===== config.mk =====
export PLATFORM = sky130hd
export DESIGN_NAME = sio_irq_ctrl
export DESIGN_NICKNAME = d
export VERILOG_FILES = /design/src/rtl/sio_irq_pkg.sv /design/src/rtl/sio_rx_order.sv /design/src/rtl/sio_irq_regs.sv /design/src/rtl/sio_irq_arb.sv /design/src/rtl/sio_irq_ctrl.sv
export SDC_FILE = /design/constraint.sdc
export NUM_CORES = 1
export LEC_CHECK = 0
export CORE_AREA = 2 2 46 48
export CTS_CLUSTER_SIZE = 30
export DETAILED_ROUTE_END_ITERATION = 8
export DIE_AREA = 0 0 48 50
export GPL_TIMING_DRIVEN = 1
export MAX_ROUTING_LAYER = met4
export PLACE_DENSITY = 0.63
export SLEW_MARGIN = 20
export SYNTH_ARGS = -nofsm -noshare
export SYNTH_HDL_FRONTEND = slang
export SYNTH_SLANG_ARGS = --single-unit

===== constraint.sdc =====
create_clock -name clk -period 1.5 [get_ports clk]
set_input_delay 0.225 -clock clk [delete_from_list [all_inputs] [get_ports clk]]
set_output_delay 0.225 -clock clk [all_outputs]
set_load 0.01 [all_outputs]

===== src/rtl/sio_irq_pkg.sv =====
package sio_irq_pkg;
  localparam int NSRC   = 3;
  localparam int LVL_W  = 2;
  localparam int SRC_TX = 0;
  localparam int SRC_RX = 1;
  localparam int SRC_ER = 2;
  typedef logic [NSRC-1:0]  src_vec_t;
  typedef logic [LVL_W-1:0] lvl_t;
endpackage


===== src/rtl/sio_rx_order.sv =====
module sio_rx_order #(
  parameter int HALF_DLY = 4
) (
  input  logic clk,
  input  logic rst,
  input  logic rx_done,
  input  logic par_err,
  input  logic frm_err,
  input  logic ovr_err,
  input  logic clk_src_tmr,
  input  logic tmr_uf,
  output logic rx_set,
  output logic err_set
);
  localparam int CNT_W = (HALF_DLY > 1) ? $clog2(HALF_DLY) : 1;

  logic             pend_q, mode_q, fire;
  logic [CNT_W-1:0] cnt_q;
  logic             evt_clean, evt_pf, evt_ovr;

  assign evt_ovr   = rx_done & ovr_err;
  assign evt_pf    = rx_done & (par_err | frm_err) & ~ovr_err;
  assign evt_clean = rx_done & ~(par_err | frm_err | ovr_err);
  assign fire      = pend_q & (mode_q ? tmr_uf : (cnt_q == '0));
  assign err_set   = evt_pf | evt_ovr;
  assign rx_set    = evt_clean | fire;

  always_ff @(posedge clk) begin
    if (rst) begin
      pend_q <= 1'b0;
      mode_q <= 1'b0;
      cnt_q  <= '0;
    end else if (evt_pf) begin
      pend_q <= 1'b1;
      mode_q <= clk_src_tmr;
      cnt_q  <= CNT_W'(HALF_DLY - 1);
    end else if (fire) begin
      pend_q <= 1'b0;
    end else if (pend_q && !mode_q && cnt_q != '0) begin
      cnt_q  <= cnt_q - 1'b1;
    end
  end

  // a parity/framing strobe never sets receive-done in its own cycle unless an older delay fires
  a_r7_err_first: assert property (@(posedge clk) disable iff (rst)
    (evt_pf && !pend_q) |-> !rx_set);
  // in timer mode a delayed set needs the underflow strobe
  a_r8_tmr_gate: assert property (@(posedge clk) disable iff (rst)
    (pend_q && mode_q && !evt_clean && rx_set) |-> tmr_uf);
  // overrun without an older pending delay gives no receive-done
  a_r9_ovr_quiet: assert property (@(posedge clk) disable iff (rst)
    (evt_ovr && !pend_q) |-> !rx_set);
endmodule


===== src/rtl/sio_irq_regs.sv =====
module sio_irq_regs
  import sio_irq_pkg::*;
(
  input  logic     clk,
  input  logic     rst,
  input  logic     reg_sel,
  input  logic     wr_en,
  input  src_vec_t wr_data,
  input  src_vec_t hw_set,
  output src_vec_t en_q,
  output src_vec_t flag_q,
  output src_vec_t rd_data
);
  src_vec_t sw_clr;
  assign sw_clr = (wr_en && reg_sel) ? wr_data : '0;

  always_ff @(posedge clk) begin
    if (rst)                  en_q <= '0;
    else if (wr_en && !reg_sel) en_q <= wr_data;
  end

  for (genvar i = 0; i < NSRC; i++) begin : g_flag
    always_ff @(posedge clk) begin
      if (rst)            flag_q[i] <= 1'b0;
      else if (hw_set[i]) flag_q[i] <= 1'b1;
      else if (sw_clr[i]) flag_q[i] <= 1'b0;
    end
    // a set always lands
    a_r5_set_wins: assert property (@(posedge clk) disable iff (rst)
      hw_set[i] |=> flag_q[i]);
    // a write-1 clear without a set empties the bit
    a_r3_clear: assert property (@(posedge clk) disable iff (rst)
      (sw_clr[i] && !hw_set[i]) |=> !flag_q[i]);
  end

  always_ff @(posedge clk) begin
    if (rst) rd_data <= '0;
    else     rd_data <= reg_sel ? flag_q : en_q;
  end

  // enable write takes the bus value
  a_r1_en_load: assert property (@(posedge clk) disable iff (rst)
    (wr_en && !reg_sel) |=> en_q == $past(wr_data));
endmodule


===== src/rtl/sio_irq_arb.sv =====
module sio_irq_arb
  import sio_irq_pkg::*;
(
  input  logic     clk,
  input  logic     rst,
  input  src_vec_t en_q,
  input  src_vec_t flag_q,
  input  lvl_t     irq_prio,
  input  lvl_t     cpu_lvl,
  output logic     irq_req
);
  logic hit;
  assign hit = (|(en_q & flag_q)) && (irq_prio > cpu_lvl);

  always_ff @(posedge clk) begin
    if (rst) irq_req <= 1'b0;
    else     irq_req <= hit;
  end

  // request only after an enabled pending bit under a higher priority
  a_r10_req_gate: assert property (@(posedge clk) disable iff (rst)
    irq_req |-> ($past(irq_prio) > $past(cpu_lvl)) && $past(|(en_q & flag_q)));
endmodule


===== src/rtl/sio_irq_ctrl.sv =====
module sio_irq_ctrl
  import sio_irq_pkg::*;
#(
  parameter int HALF_DLY = 4
) (
  input  logic             clk,
  input  logic             rst,
  input  logic             reg_sel,
  input  logic             wr_en,
  input  logic [NSRC-1:0]  wr_data,
  output logic [NSRC-1:0]  rd_data,
  input  logic             ev_tx_done,
  input  logic             ev_rx_done,
  input  logic             rx_par_err,
  input  logic             rx_frm_err,
  input  logic             rx_ovr_err,
  input  logic             clk_src_tmr,
  input  logic             tmr_uf,
  input  logic [LVL_W-1:0] irq_prio,
  input  logic [LVL_W-1:0] cpu_lvl,
  output logic             irq_req
);
  logic     rx_set, err_set;
  src_vec_t hw_set, en_q, flag_q;

  sio_rx_order #(.HALF_DLY(HALF_DLY)) u_order (
    .clk(clk), .rst(rst), .rx_done(ev_rx_done), .par_err(rx_par_err),
    .frm_err(rx_frm_err), .ovr_err(rx_ovr_err), .clk_src_tmr(clk_src_tmr),
    .tmr_uf(tmr_uf), .rx_set(rx_set), .err_set(err_set));

  always_comb begin
    hw_set         = '0;
    hw_set[SRC_TX] = ev_tx_done;
    hw_set[SRC_RX] = rx_set;
    hw_set[SRC_ER] = err_set;
  end

  sio_irq_regs u_regs (
    .clk(clk), .rst(rst), .reg_sel(reg_sel), .wr_en(wr_en),
    .wr_data(wr_data), .hw_set(hw_set), .en_q(en_q), .flag_q(flag_q),
    .rd_data(rd_data));

  sio_irq_arb u_arb (
    .clk(clk), .rst(rst), .en_q(en_q), .flag_q(flag_q),
    .irq_prio(irq_prio), .cpu_lvl(cpu_lvl), .irq_req(irq_req));

  // the first edge after reset leaves the request low
  a_r11_reset_quiet: assert property (@(posedge clk)
    $past(rst) |-> !irq_req);
endmodule


==> key figures <==
Run status
  • Status: completed

Power and ir drop
  • Flop pwr share: 53.6%
  • Worst IR Drop VDD: 396 uV
  • PwrDens: 833 mW/mm2
  • Switching Fraction: 23.7%
  • LEAKAGE: 0.357 nW
  • Psw: 0.180 mW
  • Comb power frac: 19.6%
  • Clock group share of total power: 26.8%
  • Cell Int Power: 0.578 mW

Timing
  • Endpoints failing setup: 0
  • Fin crit share: 92.0%
  • Max-slew violations: 0
  • Tmin final: 1380 ps
  • Worst slew pin tran: 306 ps
  • RSZ-0062 raised after global routing: false
  • Fmax achieved: 0.725 GHz
  • Rel. slew slack: 79.0%
  • Final Hold Violating Endpoints: 0
  • Setup Skew: 4.39 ps

Cells and area
  • Nets: 114
  • Proportion of layout cells with a drive suffix above 1: 11.0%
  • Layout Utilization: 47.9%
  • Commonest cells after routing, fill and taps aside: clkdlybuf4s50_1 (21), dfxtp_1 (14), nor2_1 (9)
  • Commonest non-fill, non-tap cell in the layout: clkdlybuf4s50_1
  • Post-Layout Inst Area: 911 um2
  • Non-filler cells, final: 118
  • # diodes: 0
  • Synth-to-Final Area Change: 44.4%

Die
  • Site Rows: 16
  • IO Count: 22
  • Die W: 48 um
  • Core area: 0.00190 mm2
  • Die area: 0.00240 mm2
  • Initial Utilization: 33.2%
  • Die Ht: 50 um

Placed design
  • Placed Cells: 115
  • Port Buffer Count: 21
  • Routability congestion estimate: 0.817
  • Area after DPL: 888 um2
  • DP Wirelength: 1.02 mm

Critical path
  • Crit end category: register
  • FF-to-FF End: u_order.cnt_q[1]
  • Reg2Reg Setup Slack: 120 ps
  • R2r startpoint: u_order.cnt_q[0]
  • Max incr delay on CP: 350 ps
  • CP startpoint kind: register
  • Reg2Reg Depth: 5
  • Slowest cell on the critical path: dfxtp_1
  • Crit path buf inv count: 1
  • Crit-path cells: inv_1, ha_1, nor3b_2, mux2_1, a21oi_1
  • Crit-path max FO: 2
  • Critical Path AT: 1590 ps
  • Critical path class: register to register
  • Critical path's top delay family: flip-flops
  • WP data required: 1710 ps

Synthesis
  • Leading area contributor after synthesis: dfxtp_1
  • Asr flop ratio synth: 0%
  • Ys flop type: dfxtp_1
  • Number of synthesized flops with an enable pin: 0
  • Synth Cell Area: 631 um2
  • Synth Instances: 66
  • Avg Cell Area, Syn: 9.55 um2
  • Post-synth cell types: 24
  • Syn Nets: 87
  • Flops & latches, synth: 14
  • Area share of the largest cell type after synthesis: 44.4%
  • Warnings from Yosys: 0
  • Synth top area cells: dfxtp_1 (44%), mux2i_1 (9.5%), ha_1 (6.0%)
  • Sequential share of the synthesized area: 44.4%

Clocking
  • Root Driver: clkbuf_4
  • CTS tree: yes
  • Sink Count: 14
  • H-tree depth: 1
  • CTS Buffer Depth: 2
  • Skew-Pair Late Insertion Delay: 270 ps
  • Post_cts resized: 0
  • Reg clk slew, reported paths: 80 ps
  • TritonCTS buffer count: 3
  • Post-CTS Hold Fix Bufs: 0
  • Setup bufs post-CTS: 0

Worst hold path
  • Worst hold endpoint: u_regs.flag_q[2]
  • Hold Crit Class: register to register
  • Worst hold stages: 2
  • Worst Hold Launch: u_regs.flag_q[2]

Global route
  • Vias in the first global route: 546
  • Initial antenna violation count: 0
  • First-pass GRT wire length: 2.19 mm
  • GRT Total Usage: 13.0%
  • Grt ovf: 0
  • Maximum number of pins on one net before global-route repair: 12

Route
  • Post-DRT Antenna Nets: 0
  • First-pass iteration count of the detailed router: 4
  • Wire length per cell: 11.0 um
  • DR vias/cell: 4.74
  • Detailed Route WL: 1.30 mm
  • Vias: 559
  • Remaining DRCs: 0
  • DRT iter0 DRCs: 11

Run
  • Max-Cap Viols: 0
[Yosys cell counts (2+ instances only)]
cell,n
dfxtp_1,14
nor2_1,9
a21oi_1,6
inv_1,6
mux2i_1,6
ha_1,3
nand3_1,3
a222oi_1,2
o21ai_0,2
[registers in the layout, indices dropped and copies added (netlist names)]
register and count:
u_arb.irq_req 1, u_regs.flag_q 3, u_regs.rd_data 3, u_order.cnt_q 2, u_order.mode_q 1, u_order.pend_q 1
u_regs.en_q 3
[worst reg2reg max path: cells and delay by family (launching register included)]
kind,cells,cell delay (ps)
compound gates,1,130
fa+ha+maj,1,210
buf+inv,1,50
flops,1,350
mux,1,340
simple gates,1,230
[layer usage]
layer	share of wire (%)	vias up	routed length (um)	GRT usage, %
met4	1.5	0	19	6.76
met2	47	21	616	18.9
met5	0	-	0	-
met3	4.8	2	62	2.20
met1	46	256	601	16.7
li1	-	280	-	-
[power by group through the flow]
| stage | sequential (mW) | clock [mW] | combinational [mW] |
|---|---|---|---|
| final | 0.406 | 0.204 | 0.148 |
| after global routing | 0.409 | 0.229 | 0.165 |
| after CTS | 0.406 | 0.214 | 0.150 |
| after detailed placement | 0.415 | 0 | 0.149 |
| after global placement | 0.415 | 0 | 0.147 |
| after floorplan | 0.414 | 0 | 0.0717 |
[metrics by stage]
step	setup TNS (ps)	hold WS, ps	total power [mW]	worst slack (ps)
floorplan	0	294	0.486	206
global placement	0	477	0.561	65.0
detailed placement	-4.09	482	0.564	-4.09
CTS	0	494	0.770	103
global route	0	533	0.803	23.8
finish	0	486	0.758	120
[worst max-delay path by stage]
stage	start	end	cells after the start
after floorplan	u_order.cnt_q[0]	u_order.cnt_q[1]	5
after detailed placement	irq_prio[0]	u_arb.irq_req	4
after global placement	irq_prio[0]	u_arb.irq_req	4
after CTS	u_order.cnt_q[0]	u_order.cnt_q[1]	5
after global routing	u_order.cnt_q[0]	u_order.cnt_q[1]	5
final	u_order.cnt_q[0]	u_order.cnt_q[1]	5
[logic make-up (layout without fill, tap and decap cells)]
logic type / Yosys count / after routing / share of synthesized area (%)
XOR/XNOR: 1 / 1 / 1.39
buffers and inverters: 8 / 33 / 4.96
AND/OR/NAND/NOR: 19 / 19 / 16.5
flip-flops: 14 / 14 / 44.4
multiplexers: 8 / 8 / 13.7
AO/OA/AOI/OAI: 13 / 13 / 13.1
adder cells (fa/ha/maj): 3 / 3 / 5.95
[layout make-up]
cell class,count,area [um2]
Clock buffer,3,22.5
Fill cell,194,991
Inverter,6,22.5
Multi-Input combinational cell,44,319
Sequential cell,14,280
Tap cell,27,33.8
Timing Repair Buffer,24,233
Power figures use the tool's default switching activity.
